==> config.mk <==
export PLATFORM = sky130hd
export DESIGN_NAME = svadc_reader
export DESIGN_NICKNAME = d
export VERILOG_FILES = /design/src/rtl/svadc_pkg.sv /design/src/rtl/svadc_timebase.sv /design/src/rtl/svadc_capture.sv /design/src/rtl/svadc_reader.sv
export SDC_FILE = /design/constraint.sdc
export NUM_CORES = 1
export LEC_CHECK = 0
export ABC_CLOCK_PERIOD_IN_PS = 1600
export CAP_MARGIN = 40
export CELL_PAD_IN_SITES_DETAIL_PLACEMENT = 1
export CELL_PAD_IN_SITES_GLOBAL_PLACEMENT = 2
export CORE_ASPECT_RATIO = 1.4
export CORE_MARGIN = 5
export CORE_UTILIZATION = 31
export DETAILED_ROUTE_END_ITERATION = 6
export PLACE_DENSITY = 0.79
export SLEW_MARGIN = 5
export SYNTH_ARGS = -nofsm -noshare
export SYNTH_HDL_FRONTEND = slang
export SYNTH_SLANG_ARGS = --single-unit
==> constraint.sdc <==
create_clock -name clk -period 1.6 [get_ports clk]
set_clock_uncertainty 0.2 [all_clocks]
set_input_delay 0.16 -clock clk [delete_from_list [all_inputs] [get_ports clk]]
set_output_delay 0.16 -clock clk [all_outputs]
set_load 0.01 [all_outputs]
==> src/rtl/svadc_pkg.sv <==
package svadc_pkg;
    // Default geometry of the reader.
    localparam int unsigned CNT_W_DEF   = 8;   // frame counter width, 256-cycle frame
    localparam int unsigned CLK_BIT_DEF = 3;   // counter bit driving the converter clock
    localparam int unsigned DATA_W_DEF  = 8;   // converter sample width
    localparam logic [3:0]  CAP_DEF     = 4'b1010; // upper-count slot that commits the sample
endpackage

==> src/rtl/svadc_timebase.sv <==
module svadc_timebase #(
    parameter int unsigned CNT_W   = svadc_pkg::CNT_W_DEF,
    parameter int unsigned CLK_BIT = svadc_pkg::CLK_BIT_DEF,
    parameter logic [CNT_W-CLK_BIT-2:0] CAP_CODE = svadc_pkg::CAP_DEF
) (
    input  logic             clk,
    input  logic             rst,
    output logic [CNT_W-1:0] cnt_o,
    output logic             sclk_o,
    output logic             cs_n_o,
    output logic             shift_en_o,
    output logic             cap_en_o
);
    localparam int unsigned HI_W = CNT_W - CLK_BIT - 1;

    typedef struct packed {
        logic [CNT_W-1:0] cnt;
        logic             sclk;
        logic             cs_n;
    } tb_state_t;

    tb_state_t st_d, st_q;

    always_comb begin
        st_d = st_q;
        if (rst) begin
            st_d.cnt  = '0;
            st_d.sclk = 1'b0;
            st_d.cs_n = 1'b1;
        end else begin
            st_d.cnt  = st_q.cnt + 1'b1;
            st_d.sclk = st_d.cnt[CLK_BIT];
            st_d.cs_n = &st_d.cnt[CNT_W-1:CNT_W-2];
        end
    end

    always_ff @(posedge clk) begin
        st_q <= st_d;
    end

    logic [HI_W-1:0] hi_bits;
    assign hi_bits    = st_q.cnt[CNT_W-1:CLK_BIT+1];
    assign shift_en_o = &st_q.cnt[CLK_BIT:0];
    assign cap_en_o   = shift_en_o && (hi_bits == CAP_CODE);
    assign cnt_o      = st_q.cnt;
    assign sclk_o     = st_q.sclk;
    assign cs_n_o     = st_q.cs_n;
endmodule

==> src/rtl/svadc_capture.sv <==
module svadc_capture #(
    parameter int unsigned DATA_W = svadc_pkg::DATA_W_DEF
) (
    input  logic              clk,
    input  logic              rst,
    input  logic              shift_en,
    input  logic              cap_en,
    input  logic              sdata,
    output logic [DATA_W-1:0] shreg_o,
    output logic [DATA_W-1:0] result_o
);
    typedef struct packed {
        logic [DATA_W-1:0] shreg;
        logic [DATA_W-1:0] held;
    } cap_state_t;

    cap_state_t st_d, st_q;

    always_comb begin
        st_d = st_q;
        if (rst) begin
            st_d.shreg = '0;
            st_d.held  = '0;
        end else begin
            if (cap_en)
                st_d.held = st_q.shreg;   // commit contents before this edge's shift
            if (shift_en)
                st_d.shreg = {st_q.shreg[DATA_W-2:0], sdata};
        end
    end

    always_ff @(posedge clk) begin
        st_q <= st_d;
    end

    assign shreg_o  = st_q.shreg;
    assign result_o = st_q.held;
endmodule

==> src/rtl/svadc_reader.sv <==
module svadc_reader #(
    parameter int unsigned CNT_W   = svadc_pkg::CNT_W_DEF,
    parameter int unsigned CLK_BIT = svadc_pkg::CLK_BIT_DEF,
    parameter int unsigned DATA_W  = svadc_pkg::DATA_W_DEF,
    parameter logic [CNT_W-CLK_BIT-2:0] CAP_CODE = svadc_pkg::CAP_DEF
) (
    input  logic              clk,
    input  logic              rst,
    input  logic              adc_dout,
    output logic              adc_sclk,
    output logic              adc_cs_n,
    output logic [DATA_W-1:0] result
);
    logic [CNT_W-1:0]  cnt_w;
    logic              shift_en_w;
    logic              cap_en_w;
    logic [DATA_W-1:0] shreg_w;

    svadc_timebase #(
        .CNT_W   (CNT_W),
        .CLK_BIT (CLK_BIT),
        .CAP_CODE(CAP_CODE)
    ) u_timebase (
        .clk       (clk),
        .rst       (rst),
        .cnt_o     (cnt_w),
        .sclk_o    (adc_sclk),
        .cs_n_o    (adc_cs_n),
        .shift_en_o(shift_en_w),
        .cap_en_o  (cap_en_w)
    );

    svadc_capture #(
        .DATA_W(DATA_W)
    ) u_capture (
        .clk     (clk),
        .rst     (rst),
        .shift_en(shift_en_w),
        .cap_en  (cap_en_w),
        .sdata   (adc_dout),
        .shreg_o (shreg_w),
        .result_o(result)
    );
endmodule

**Word level (Yosys, flattened, before mapping)**

Cells that the tools add are included.
W data, S select, Z words.

- Register bits after elaboration: 26
- Input port bits: 3
- Output and inout port bits: 10
- Logic and storage cells: 10

- Add/sub/neg operators: 1
- Eq/ne operators: 1
- Reduce and logical (&&, ||, !) cells: 3

Operators with widths:

| operator | count |
|---|---|
| $add A8 B1 Y8 const B | 1 |
| $eq A4 B4 Y1 const B | 1 |
| $reduce_and A4 Y1 | 1 |
| $reduce_and A2 Y1 | 1 |
| $logic_and A1 B1 Y1 | 1 |

**Logic depth before layout (Yosys ltp)**

- Depth after elaboration: 2
- Mapped depth: 6
- Gate-level depth less buffers: 4

**Hierarchy**

Synthesis repeated with hierarchy kept, for this count alone.

- Cell total of the unflattened synthesis: 99
- Area total of the unflattened synthesis: 1004.7 um^2

By module, submodules not included:

| module | times used | cells an instance | area an instance (um^2) | seq. area each (um^2) |
|---|---|---|---|---|
| svadc_capture | 1 | 52 | 579.3 | 320.3 |
| svadc_timebase | 1 | 47 | 425.4 | 180.2 |

**Least setup slack after synthesis**

OpenSTA, ideal clock, no wires.

- Path kind: register to register
- From: register u_timebase.st_q, in the netlist u_timebase.cnt_o[0]
- To: register u_capture.st_q, in the netlist u_capture.result_o[5]
- Library setup time: 0.132 ns
- Arrival time: 1.136 ns
- Path slack: 0.131 ns
- Cell stages (with the launch flop): 6
- Buffers on the path: 1
- Period minus slack after synthesis: 1.469 ns
- Cell sequence: dfxtp_1 ha_1 nand3_1 buf_2 o21ai_0 a21oi_1

- Cells in the longest elaborated chain, start to end: 2

RTL lines:

| item | line | source |
|---|---|---|
| from (decl) | svadc_timebase.sv:22 | `tb_state_t st_d, st_q;` |
| from (signal assigned) | svadc_timebase.sv:38 | `st_q <= st_d;` |
| $reduce_and A4 Y1 | svadc_timebase.sv:43 | `assign shift_en_o = &st_q.cnt[CLK_BIT:0];` |
| $logic_and A1 B1 Y1 | svadc_timebase.sv:44 | `assign cap_en_o = shift_en_o && (hi_bits == CAP_CODE);` |
| to (signal assigned) | svadc_capture.sv:33 | `st_q <= st_d;` |
| to (decl) | svadc_capture.sv:17 | `cap_state_t st_d, st_q;` |

No other way between the ends.
A chain may end at the register's enable or synchronous reset.

**Worst setup path in the final report**

- From: register u_capture.st_q, in the netlist u_capture.result_o[0]
- To: output port result[0]

RTL lines:

| item | line | source |
|---|---|---|
| to (decl) | svadc_reader.sv:12 | `output logic [DATA_W-1:0] result` |

No word-level cell between the ends.

==> impl_metrics.ini <==
[floorplanning]
die_h_um = 77.03
die_w_um = 57.88
rows = 24
start_util_pct = 32.16
core_um2 = 3093
die_area_um2 = 4458
boundaryPins = 13

[logic_synthesis]
synth_top_family_by_area = simple AND/OR/NAND/NOR gates
mappedNetlistNets = 120
ys.flop_type = dfxtp_1
synth_seq_cells = 25
avgSynthCellArea_um2 = 8.575
synth_top_area_cell = dfxtp_1
yosys.area_share.simple_pct = 24.40
synth_top_area_share_pct = 50.31
syn-cell-area_um2 = 994.7
ys_types = 21
seq_area_frac_synth_pct = 50.31
synthTopCellsByArea = dfxtp_1, a21oi_1, nand2_1, nand3_1, o21ai_0
synthCells = 116
synthXorXnorAreaFrac_pct = 2.642
synthMuxAreaShare_pct = 1.132
yosys_warnings = 0
synth-edff-count = 0
ys_async_sr_fraction_pct = 0
synth_compound_area_share_pct = 15.85
synth_fa_ha_area_share_pct = 1.258

[cts]
insertion_delay_ps = 260
ctsResizeCount = 2
cts_made_buffers = 3
postCtsSetupRepairBufs = 0
cts_hold_buf = 0
h-tree-depth = 1
clk_pin_slew_worst_paths_ps = 80
numClockSinks = 25
cts_buffer_depth = 2
root_buffer = clkbuf_8
cts_tree = done

[critical_path]
path_delay_family = buffers and inverters
startpoint_type = flip-flop
worstPathCellList = clkdlybuf4s50_1
cpPeakStageDelay_ps = 540
cp_data_required_time_ps = 1240
slowest_stage = clkdlybuf4s50_1
crit_fanout = 2
cp.buffers_inverters = 1
worstPathArrival_ps = 1130
critPathKind = flip-flop to primary output
cp-end-kind = primary output

[route]
vias_per_cell = 5.024
wl_per_cell_um = 13.60
wl_um = 2298
drtPass1Iterations = 4
dr.first_iter.drc_count = 17
num_vias = 849
drc = 0
ant_nets = 0

[timing]
post-route-min-period_ps = 1494
worst_pin_slew_ps = 235.4
drv_slew = 0
post-route-period-util_pct = 93.36
finalSetupTns_ps = 0
report.final.setup_viol = 0
max_clock_freq_ghz = 0.6694
slew_headroom_pct = 84.28
rsz0062_at_grt = false
hold_viol = 0

[grt]
use_met3_pct = 2.857
top_usage_layer = met2
grt-ovfl-total = 0
grt_max_degree = 22
antenna_found_initial = 0
groute.usage.overall_pct = 11.64
grtUsageMet2_pct = 20.70
grt_use_met1_pct = 12.40
grt_pass1_vias = 880
grt_pass1_wl_um = 4050

[status]
status = complete, no violations

[power_and_ir_drop]
power_frac_seq_pct = 61.2
p_int_w = 0.0008228
leakagePower_nw = 0.4025
ir_worst_vdd_uv = 374.8
powerDensity_nw_per_um2 = 849.8
p_comb_share_pct = 3.6
clkPwrFrac_pct = 35.2
switching_share_pct = 21.28
switching_power_w = 0.0002224

[place]
gp_congestion = 0.7080
place_area_um2 = 1170
numPortBuffers = 12
dp_hpwl_um = 1656

[finish]
final_common_cell = dfxtp_1
finalInstanceArea_um2 = 1230
drive_gt1_share_pct = 12.31
diodes = 0
nFillCells = 369
nNetsFinal = 135
final_cell_mix = dfxtp_1, a21oi_1, nand2_1
areaGrowthSynthToFinish_pct = 23.65

[min_path]
min_path_type = input pin to flip-flop

[flow_run]
cap_violations = 0
-- cells in the mapped netlist, types with 2 or more instances --
cell      instances
dfxtp_1          25
or3_1             2
xnor2_1           3
nor2b_1           3
a21oi_1          20
nand3_1          12
clkbuf_1          3
buf_6             2
nand2_1          19
nor2_1            5
buf_2             2
o21ai_0          10
and3_1            2
-- state kept, by name, summed over array words and instances (netlist names) --
name and cells:
u_capture.result_o 8, u_capture.shreg_o 8, u_timebase.cnt_o 8, u_timebase.cs_n_o 1
-- power groups by stage --
| stage | clock network (W) | registers (W) | logic (W) |
|---|---|---|---|
| after floorplan | 0 | 0.000650 | 0.0000198 |
| after global placement | 0 | 0.000650 | 0.0000337 |
| after detailed placement | 0 | 0.000652 | 0.0000355 |
| after CTS | 0.000392 | 0.000637 | 0.0000354 |
| after global routing | 0.000424 | 0.000642 | 0.0000416 |
| final | 0.000368 | 0.000640 | 0.0000375 |
-- metrics by stage --
step	utilization [%]	total power, W	hold WS (ps)	cells	setup slack, ps
after floorplan	-	0.0006701	95.97	116	131.5
after global placement	37.82	0.0006842	238.5	165	143.7
after detailed placement	37.82	0.0006871	254.2	165	86.27
after CTS	39.32	0.001065	232.5	169	53.36
after global routing	39.77	0.001107	250.4	169	29.92
final	39.77	0.001045	235.8	169	106.2
-- worst paths after layout --
path | startpoint | end | slack (ps) | cells past startpoint
worst max-delay path | u_capture.result_o[0] | result[0] | 110 | 1
worst min-delay path | adc_dout | u_capture.shreg_o[0] | 240 | 3
worst max register to register | u_timebase.cnt_o[1] | u_timebase.cnt_o[6] | 160 | 4
worst min register to register | u_capture.shreg_o[7] | u_capture.shreg_o[7] | 260 | 2
-- final cells by class --
cell class                 count  area [um2]  share of cell area [%]
timing repair buffer          17       168.9                   13.73
clock inverter                 1       5.005                  0.4069
sequential                    25       503.0                   40.90
clock buffer                   3       41.29                   3.357
tap                           39       48.80                   3.967
multi-input combinational     84       462.9                   37.64
-- logic make-up after synthesis --
logic type	count (synthesis)
AO/OA/AOI/OAI	31
XOR/XNOR	3
adder cells (fa/ha/maj)	1
buffers and inverters	7
flip-flops	25
multiplexers	1
AND/OR/NAND/NOR	48
-- metal layers --
layer | share of wire, % | wire length (um) | up-vias
met1 | 41 | 944 | 414
met3 | 2.6 | 60 | 2
met5 | 0 | 0 | -
met4 | 1.3 | 29 | 0
met2 | 55 | 1265 | 5
li1 | - | - | 428
Power figures use the tool's default switching activity.
